==> src/rtl/acc_opr_pkg.sv <==
package acc_opr_pkg;

    // bit positions inside the operate field
    localparam int FB_GROUP   = 8;
    localparam int FB_CLR_ACC = 7;
    localparam int FB_CLR_LNK = 6;
    localparam int FB_CPL_ACC = 5;
    localparam int FB_CPL_LNK = 4;
    localparam int FB_ROT_R   = 3;
    localparam int FB_ROT_L   = 2;
    localparam int FB_DBL_SWP = 1;
    localparam int FB_INC     = 0;
    localparam int FIELD_W    = 9;

    typedef struct packed {
        logic clr_acc;
        logic clr_lnk;
        logic cpl_acc;
        logic cpl_lnk;
        logic inc;
        logic rot_r;
        logic rot_l;
        logic dbl_swp;
    } micro_ops_t;

    typedef struct packed {
        logic rd_acc;
        logic rd_lnk;
        logic wr_acc;
        logic wr_lnk;
    } use_flags_t;

endpackage

==> src/rtl/opr_decode.sv <==
module opr_decode
    import acc_opr_pkg::*;
(
    input  logic [FIELD_W-1:0] field_i,
    output logic               group_o,
    output micro_ops_t         ops_o,
    output use_flags_t         use_o
);
    always_comb begin
        group_o       = ~field_i[FB_GROUP];
        ops_o.clr_acc = field_i[FB_CLR_ACC];
        ops_o.clr_lnk = field_i[FB_CLR_LNK];
        ops_o.cpl_acc = field_i[FB_CPL_ACC];
        ops_o.cpl_lnk = field_i[FB_CPL_LNK];
        ops_o.inc     = field_i[FB_INC];
        ops_o.rot_r   = field_i[FB_ROT_R];
        ops_o.rot_l   = field_i[FB_ROT_L];
        ops_o.dbl_swp = field_i[FB_DBL_SWP];

        use_o.rd_acc = ops_o.cpl_acc | ops_o.rot_r | ops_o.rot_l
                     | ops_o.dbl_swp | ops_o.inc;
        use_o.rd_lnk = ops_o.cpl_lnk | ops_o.rot_r | ops_o.rot_l | ops_o.inc;
        use_o.wr_acc = ops_o.clr_acc | ops_o.cpl_acc | ops_o.rot_r
                     | ops_o.rot_l | ops_o.dbl_swp | ops_o.inc;
        use_o.wr_lnk = ops_o.clr_lnk | ops_o.cpl_lnk | ops_o.rot_r
                     | ops_o.rot_l | ops_o.inc;
    end
endmodule

==> src/rtl/opr_datapath.sv <==
module opr_datapath
    import acc_opr_pkg::*;
#(
    parameter int ACC_W    = 12,
    parameter int MAX_ROTS = 2
) (
    input  micro_ops_t       ops_i,
    input  logic [ACC_W-1:0] acc_i,
    input  logic             lnk_i,
    output logic [ACC_W-1:0] acc_o,
    output logic             lnk_o
);
    localparam int HALF_W = ACC_W / 2;
    localparam int RING_W = ACC_W + 1;

    logic [ACC_W-1:0]  acc_pre;
    logic              lnk_pre;
    logic [ACC_W-1:0]  acc_inc;
    logic              rot_one_dir;
    logic [RING_W-1:0] ring [MAX_ROTS+1];

    // clear, complement, then increment with link toggle on wrap
    always_comb begin
        acc_pre = ops_i.clr_acc ? '0 : acc_i;
        lnk_pre = ops_i.clr_lnk ? 1'b0 : lnk_i;
        if (ops_i.cpl_acc) acc_pre = ~acc_pre;
        if (ops_i.cpl_lnk) lnk_pre = ~lnk_pre;
        acc_inc = acc_pre + ACC_W'(1);
        if (ops_i.inc) begin
            acc_pre = acc_inc;
            if (acc_inc == '0) lnk_pre = ~lnk_pre;
        end
    end

    assign rot_one_dir = ops_i.rot_r ^ ops_i.rot_l;
    assign ring[0]     = {lnk_pre, acc_pre};

    // chain of single-step rotate stages; stage 0 runs on any single
    // direction, later stages only when doubling is requested
    for (genvar g = 0; g < MAX_ROTS; g++) begin : g_rot
        logic stage_en;
        assign stage_en = rot_one_dir & ((g == 0) | ops_i.dbl_swp);
        always_comb begin
            ring[g+1] = ring[g];
            if (stage_en) begin
                if (ops_i.rot_r) ring[g+1] = {ring[g][0], ring[g][RING_W-1:1]};
                else             ring[g+1] = {ring[g][RING_W-2:0], ring[g][RING_W-1]};
            end
        end
    end

    always_comb begin
        {lnk_o, acc_o} = ring[MAX_ROTS];
        if (ops_i.dbl_swp && !ops_i.rot_r && !ops_i.rot_l)
            acc_o = {acc_o[HALF_W-1:0], acc_o[ACC_W-1:HALF_W]};
    end
endmodule

==> src/rtl/acc_opr_unit.sv <==
module acc_opr_unit
    import acc_opr_pkg::*;
#(
    parameter int ACC_W = 12
) (
    input  logic               clk,
    input  logic               rst,
    input  logic               vld_i,
    input  logic [FIELD_W-1:0] field_i,
    input  logic [ACC_W-1:0]   acc_i,
    input  logic               lnk_i,
    output logic               res_vld_o,
    output logic [ACC_W-1:0]   acc_o,
    output logic               lnk_o,
    output logic               rd_acc_o,
    output logic               rd_lnk_o,
    output logic               wr_acc_o,
    output logic               wr_lnk_o
);
    typedef struct packed {
        logic             vld;
        logic [ACC_W-1:0] acc;
        logic             lnk;
        use_flags_t       use_f;
    } unit_state_t;

    unit_state_t      st_d, st_q;
    logic             grp_sel;
    micro_ops_t       ops;
    use_flags_t       use_f;
    logic [ACC_W-1:0] acc_new;
    logic             lnk_new;

    opr_decode u_dec (
        .field_i (field_i),
        .group_o (grp_sel),
        .ops_o   (ops),
        .use_o   (use_f)
    );

    opr_datapath #(.ACC_W(ACC_W), .MAX_ROTS(2)) u_dp (
        .ops_i (ops),
        .acc_i (acc_i),
        .lnk_i (lnk_i),
        .acc_o (acc_new),
        .lnk_o (lnk_new)
    );

    always_comb begin
        st_d     = st_q;
        st_d.vld = 1'b0;
        if (vld_i && grp_sel) begin
            st_d.vld   = 1'b1;
            st_d.acc   = acc_new;
            st_d.lnk   = lnk_new;
            st_d.use_f = use_f;
        end
    end

    always_ff @(posedge clk) begin
        if (rst) st_q <= '0;
        else     st_q <= st_d;
    end

    assign res_vld_o = st_q.vld;
    assign acc_o     = st_q.acc;
    assign lnk_o     = st_q.lnk;
    assign rd_acc_o  = st_q.use_f.rd_acc;
    assign rd_lnk_o  = st_q.use_f.rd_lnk;
    assign wr_acc_o  = st_q.use_f.wr_acc;
    assign wr_lnk_o  = st_q.use_f.wr_lnk;
endmodule

==> config.mk <==
export PLATFORM = sky130hd
export DESIGN_NAME = acc_opr_unit
export DESIGN_NICKNAME = d
export VERILOG_FILES = /design/src/rtl/acc_opr_pkg.sv /design/src/rtl/opr_decode.sv /design/src/rtl/opr_datapath.sv /design/src/rtl/acc_opr_unit.sv
export SDC_FILE = /design/constraint.sdc
export NUM_CORES = 1
export LEC_CHECK = 0
export BUFFER_PORTS_ARGS = -buffer_cell sky130_fd_sc_hd__buf_2
export CORE_MARGIN = 4
export CORE_UTILIZATION = 58
export DETAILED_ROUTE_END_ITERATION = 8
export MAX_ROUTING_LAYER = met4
export PLACE_DENSITY = 0.82
export SETUP_SLACK_MARGIN = 0.2
export SLEW_MARGIN = 20
export SYNTH_ARGS = -nofsm -noshare
export SYNTH_HDL_FRONTEND = slang
export SYNTH_SLANG_ARGS = --single-unit
==> constraint.sdc <==
create_clock -name clk -period 3.9 [get_ports clk]
set_clock_uncertainty 0.1 [all_clocks]
set_input_delay 0.78 -clock clk [delete_from_list [all_inputs] [get_ports clk]]
set_output_delay 0.78 -clock clk [all_outputs]
set_load 0.02 [all_outputs]
; ---- Yosys cells after proc, flatten, opt, wreduce, memory -nomap -nowiden
; Cells that the tools add are included.
[word_totals]
ff_bits = 18
latch_bits = 0
ramBits = 0
romBits = 0
input_bits = 25
out_inout_bits = 18
elab_cells = 49
mem_count = 0
[classes]
n_addsub = 1
multipliers = 0
div_mod_pow = 0
order_cmp = 0
eq_ne = 0
shifts = 0
n_mux = 13
bitwise = 22
reduce_logical = 6
[ops]
columns = op, count
row1 = two-way mux 13 bit, 4
row2 = two-way mux 12 bit, 4
row3 = two-way mux 18 bit, 1
row4 = bitwise OR 1 bit, 16
row5 = "adder 12 x 1 -> 12 bit, second input constant", 1
row6 = logical NOT 12 bit, 1
row7 = NOT 12 bit, 1
row8 = two-way mux 1 bit, 4
row9 = logical AND 1 bit, 3
row10 = NOT 1 bit, 3
row11 = logical NOT 1 bit, 2
row12 = bitwise AND 1 bit, 1
row13 = XOR 1 bit, 1

; ---- Longest topological paths before layout
[logic_depth]
ltp_word = 13
ltp_mapped = 15
mapped_depth_nobuf = 11

; ---- Hierarchy
; A second synthesis with hierarchy kept.
[unflattened]
hier_cells = 398
hier_area_um2 = 2927.8
[modules_own_cells]
columns = mod, n_inst, cells_each, area_per_inst_um2, seq_area_each_um2
row1 = opr_datapath, 1, 302, 1973.1, 0.0
row2 = acc_opr_unit, 1, 81, 847.1, 360.3
row3 = opr_decode, 1, 15, 107.6, 0.0

; ---- Worst setup path before layout
; OpenSTA, ideal clock, no wires.
[synth_timing]
kind = in2reg
startpoint = in field_i[7]
endpoint = reg st_q (netlist bit acc_o[10])
setup_time_ns = 0.128
t_arrival_ns = 3.427
t_required_ns = 3.672
slack_ns = 0.245
stages = 14
path_buffers = 4
cell_sequence = buf_6 > buf_4 > buf_4 > nor2b_1 > xnor2_1 > ha_1 > buf_2 > inv_1 > a21oi_1 > mux2_2 > or3_4 > nor4_4 > xor2_2 > a31oi_1
[synth_via]
elab_chain_len = 12
elab_cells_between_ends = 13
classes_between = add/sub (1) / mux (10) / bitwise (1) / reduce/logical (1)
[synth_rtl]
columns = item, line
row1 = from (decl), acc_opr_unit.sv:9  ; input logic [FIELD_W-1:0] field_i,
row2 = two-way mux 12 bit (*), opr_datapath.sv:24  ; acc_pre = ops_i.clr_acc ? '0 : acc_i;
row3 = NOT 12 bit, opr_datapath.sv:26  ; if (ops_i.cpl_acc) acc_pre = ~acc_pre;
row4 = two-way mux 12 bit (*), opr_datapath.sv:26
row5 = adder 12 x 1 -> 12 bit, opr_datapath.sv:28  ; acc_inc = acc_pre + ACC_W'(1);
row6 = logical NOT 12 bit, opr_datapath.sv:31  ; if (acc_inc == '0) lnk_pre = ~lnk_pre;
row7 = two-way mux 1 bit, opr_datapath.sv:31
row8 = two-way mux 1 bit, opr_datapath.sv:29  ; if (ops_i.inc) begin
row9 = two-way mux 13 bit, opr_datapath.sv:46  ; if (ops_i.rot_r) ring[g+1] = {ring[g][0], ring[g][RING_W-1:1]};
row10 = two-way mux 13 bit (*), opr_datapath.sv:45  ; if (stage_en) begin
row11 = two-way mux 13 bit, opr_datapath.sv:46
row12 = two-way mux 13 bit (*), opr_datapath.sv:45
row13 = two-way mux 12 bit (*), opr_datapath.sv:54  ; if (ops_i.dbl_swp && !ops_i.rot_r && !ops_i.rot_l)
row14 = to (signal assigned), acc_opr_unit.sv:62  ; else st_q <= st_d;
row15 = to (decl), acc_opr_unit.sv:27  ; unit_state_t st_d, st_q;
; Every way passes the cells marked *; elsewhere a longest branch is shown, timed or not.
; A chain may end at the register's enable or synchronous reset.

; ---- Worst setup path after layout
[layout_timing]
startpoint = in field_i[5]
endpoint = reg st_q (netlist bit acc_o[10])
[layout_via]
elab_chain_len = 10
elab_cells_between_ends = 11
classes_between = add/sub (1) / mux (9) / reduce/logical (1)
[layout_rtl]
columns = item, line
row1 = two-way mux 12 bit (*), opr_datapath.sv:26
row2 = adder 12 x 1 -> 12 bit, opr_datapath.sv:28
row3 = logical NOT 12 bit, opr_datapath.sv:31
row4 = two-way mux 1 bit, opr_datapath.sv:31
row5 = two-way mux 1 bit, opr_datapath.sv:29
row6 = two-way mux 13 bit, opr_datapath.sv:46
row7 = two-way mux 13 bit (*), opr_datapath.sv:45
row8 = two-way mux 13 bit, opr_datapath.sv:46
row9 = two-way mux 13 bit (*), opr_datapath.sv:45
row10 = two-way mux 12 bit (*), opr_datapath.sv:54
; Marked as above.

==> results.py <==
metrics = {
    "finish": {
        "instances_no_fill": 441,
        "nNetsFinal": 419,
        "drive_above_1_share": 0.194,
        "synthToLayoutAreaGrowth_pct": 10.1,
        "nFillCells": 395,
        "final_area_um2": 2790,
        "antenna_cells": 0,
    },
    "synthesis": {
        "synth.area.top_cells": "dfxtp_1 (14%), xnor2_1 (6.2%), a21oi_1 (5.5%), o21ai_0 (5.5%), nand2_1 (5.3%)",
        "synth_edf_count": 0,
        "synth.distinct_cells": 68,
        "yosys_warnings": 0,
        "async_flop_share": 0,
        "synth_seq_cells": 18,
        "avgSynthCellArea_um2": 6.98,
        "yosysSeqAreaShare": 0.142,
        "synth_top_area_cell": "dfxtp_1",
        "synthesis.area_um2": 2530,
        "synth_common_cells": "nand2_1 (36), nor2_1 (34), a21oi_1 (28), o21ai_0 (28)",
        "postSynthCellCount": 363,
        "yosysTopAreaCellShare": 0.142,
        "synth_ff_type": "dfxtp_1",
        "post-synth-top-count-cell": "nand2_1",
        "syn_nets": 390,
    },
    "power_and_ir_drop": {
        "vdd.ir_drop.worst_v": 0.000154,
        "power_density_nw_per_um2": 250,
        "leakage_uw": 0.00108,
    },
    "sta": {
        "rsz0062_at_grt": "no",
        "tns_ps": 0,
        "min_period_ps": 3450,
        "worst_slew_pin_slew_ps": 641,
        "fin_crit_sh": 0.884,
        "drv_slew": 0,
        "max_slew_margin": 0.573,
        "fmax_mhz": 290,
        "finalHoldViolations": 0,
        "finalSetupViolCount": 0,
    },
    "clock_tree": {
        "cts.sinks": 18,
        "worstSkewPairLatency_ps": 250,
        "cts_setup_buffers": 0,
        "cts_hold_buf": 0,
        "clk_pin_slew_ps": 70,
        "cts-root-buf": "clkbuf_8",
        "cts.repair.resized": 0,
        "clockBufferDepth": 2,
        "cts.htree.levels": 1,
        "numCtsBuffers": 3,
        "cts_tree": "built",
    },
    "floorplan": {
        "die_y_um": 74.1,
        "die_area_um2": 5490,
        "io_pins": 43,
        "die_w_um": 74.1,
        "initial_core_util": 0.616,
        "core_area_um2": 4120,
        "rows": 23,
    },
    "worst_setup_path": {
        "start_kind": "primary input",
        "worstReg2RegStart": "acc_o[11]",
        "cp.required_ps": 3930,
        "worstReg2RegEnd": "acc_o[11]",
        "endpoint_kind": "register",
        "worstRegToRegCells": 3,
        "path_max_fanout": 10,
        "path_class": "in2reg",
        "regToRegSetupSlack_ps": 2730,
        "critPathArrivalTime_ps": 3480,
        "cp-startpoint": "field_i[5]",
    },
    "hold_path": {
        "holdPathStages": 2,
        "hold_path.startpoint": "wr_lnk_o",
        "min_to": "wr_lnk_o",
        "min_path_type": "reg2reg",
    },
    "placed_design": {
        "dp.cells": 437,
        "io_buffers": 42,
        "place_area_um2": 2730,
        "gp_congestion": 1.06,
        "place.detailed.hpwl_um": 5710,
    },
    "global_route": {
        "grt_first_pass_wirelength_um": 12100,
        "first_global_vias": 2458,
        "grt_max_degree": 41,
        "antenna_found_initial": 0,
        "grt_remaining_overflow": 0,
        "grt_usage": 0.286,
    },
    "drt": {
        "drc": 0,
        "dr.pass1.iters": 5,
        "wl_per_cell_um": 17.4,
        "drt-initial-drc-count": 319,
        "viasPerCell": 6.73,
        "antenna_left": 0,
        "met3_length_um": 775,
        "maxUsedRoutingLayer": "met4",
        "wl_met2_um": 3360,
        "met1Wirelength_um": 3440,
        "wl_um": 7660,
        "vias": 2967,
    },
    "job": {
        "cap_violations": 0,
    },
    "outcome": {
        "status": "finished, final reports clean",
    },
}
report_power, final:
part           internal [uW]  switching, uW  total, uW
Clock                   89.7           64.7        154
Combinational            124            215        339
Sequential               198           6.94        204
Total                    411            287        697
stage by stage:
step	hold slack [ps]	setup WS, ps	util	power, uW
after global routing	375	297	0.678	738
final	354	453	0.678	697
after CTS	355	408	0.677	693
after global placement	336	245	0.664	533
after detailed placement	345	136	0.664	537
after floorplan	430	245	-	447
flip-flops by register name (all words and copies together), names as in the netlist:
name	count
res_vld_o	1
wr_lnk_o	1
rd_acc_o	1
lnk_o	1
wr_acc_o	1
acc_o	12
rd_lnk_o	1
kinds of logic (layout without fill, tap and decap cells):
kind of cell             after synthesis  in the layout  synth area share
AND/OR/NAND/NOR                      141            141             0.291
AO/OA/AOI/OAI                        130            130             0.345
buffers and inverters                 39             67            0.0755
XOR/XNOR                              23             23            0.0933
flip-flops                            18             18             0.142
multiplexers                          10             10            0.0429
adder cells (fa/ha/maj)                2              2           0.00987
worst max-delay path by stage:
stage	endpoint	slack, ps
global route	acc_o[10]	300
finish	acc_o[10]	450
global placement	acc_o[10]	250
CTS	acc_o[10]	410
floorplan	acc_o[10]	240
detailed placement	acc_o[10]	140
worst max-delay path, stage by stage:
cell and delay (ps):
buf_2 90, clkinv_1 160, xnor2_1 320, ha_2 360, xor2_1 230, nor2_1 60
a22oi_1 170, o2111ai_1 150, or3_4 400, nor4_4 380, xor2_2 260, a31oi_1 110
per-layer routing:
| metal | vias to the layer above | track usage |
|---|---|---|
| met5 | - | - |
| met4 | 0 | 0.0322 |
| met3 | 14 | 0.0568 |
| met2 | 164 | 0.421 |
| met1 | 1380 | 0.415 |
| li1 | 1409 | - |
cell type report:
| class | count | area, um2 | share of cell area |
|---|---|---|---|
| flip-flops and latches | 18 | 360 | 0.129 |
| repair buffers | 52 | 285 | 0.102 |
| well taps | 50 | 62.6 | 0.0224 |
| multi-input cells | 306 | 1990 | 0.712 |
| inverters | 11 | 41.3 | 0.0148 |
| clock buffers | 4 | 55.1 | 0.0197 |
layout by cell type (no fill, tap or decap), types with 9 or more instances in the layout:
cell      netlist  layout
buf_2           6      42
a211oi_1       10      10
a21oi_1        28      28
dfxtp_1        18      18
xnor2_1        18      18
o21ai_0        28      28
a31oi_1         9       9
nand2_1        36      36
nor3_1         12      12
nor2_1         34      34
nand3_1        13      13
buf_4           4      10
nor2b_1         9       9
Power figures use the tool's default switching activity.
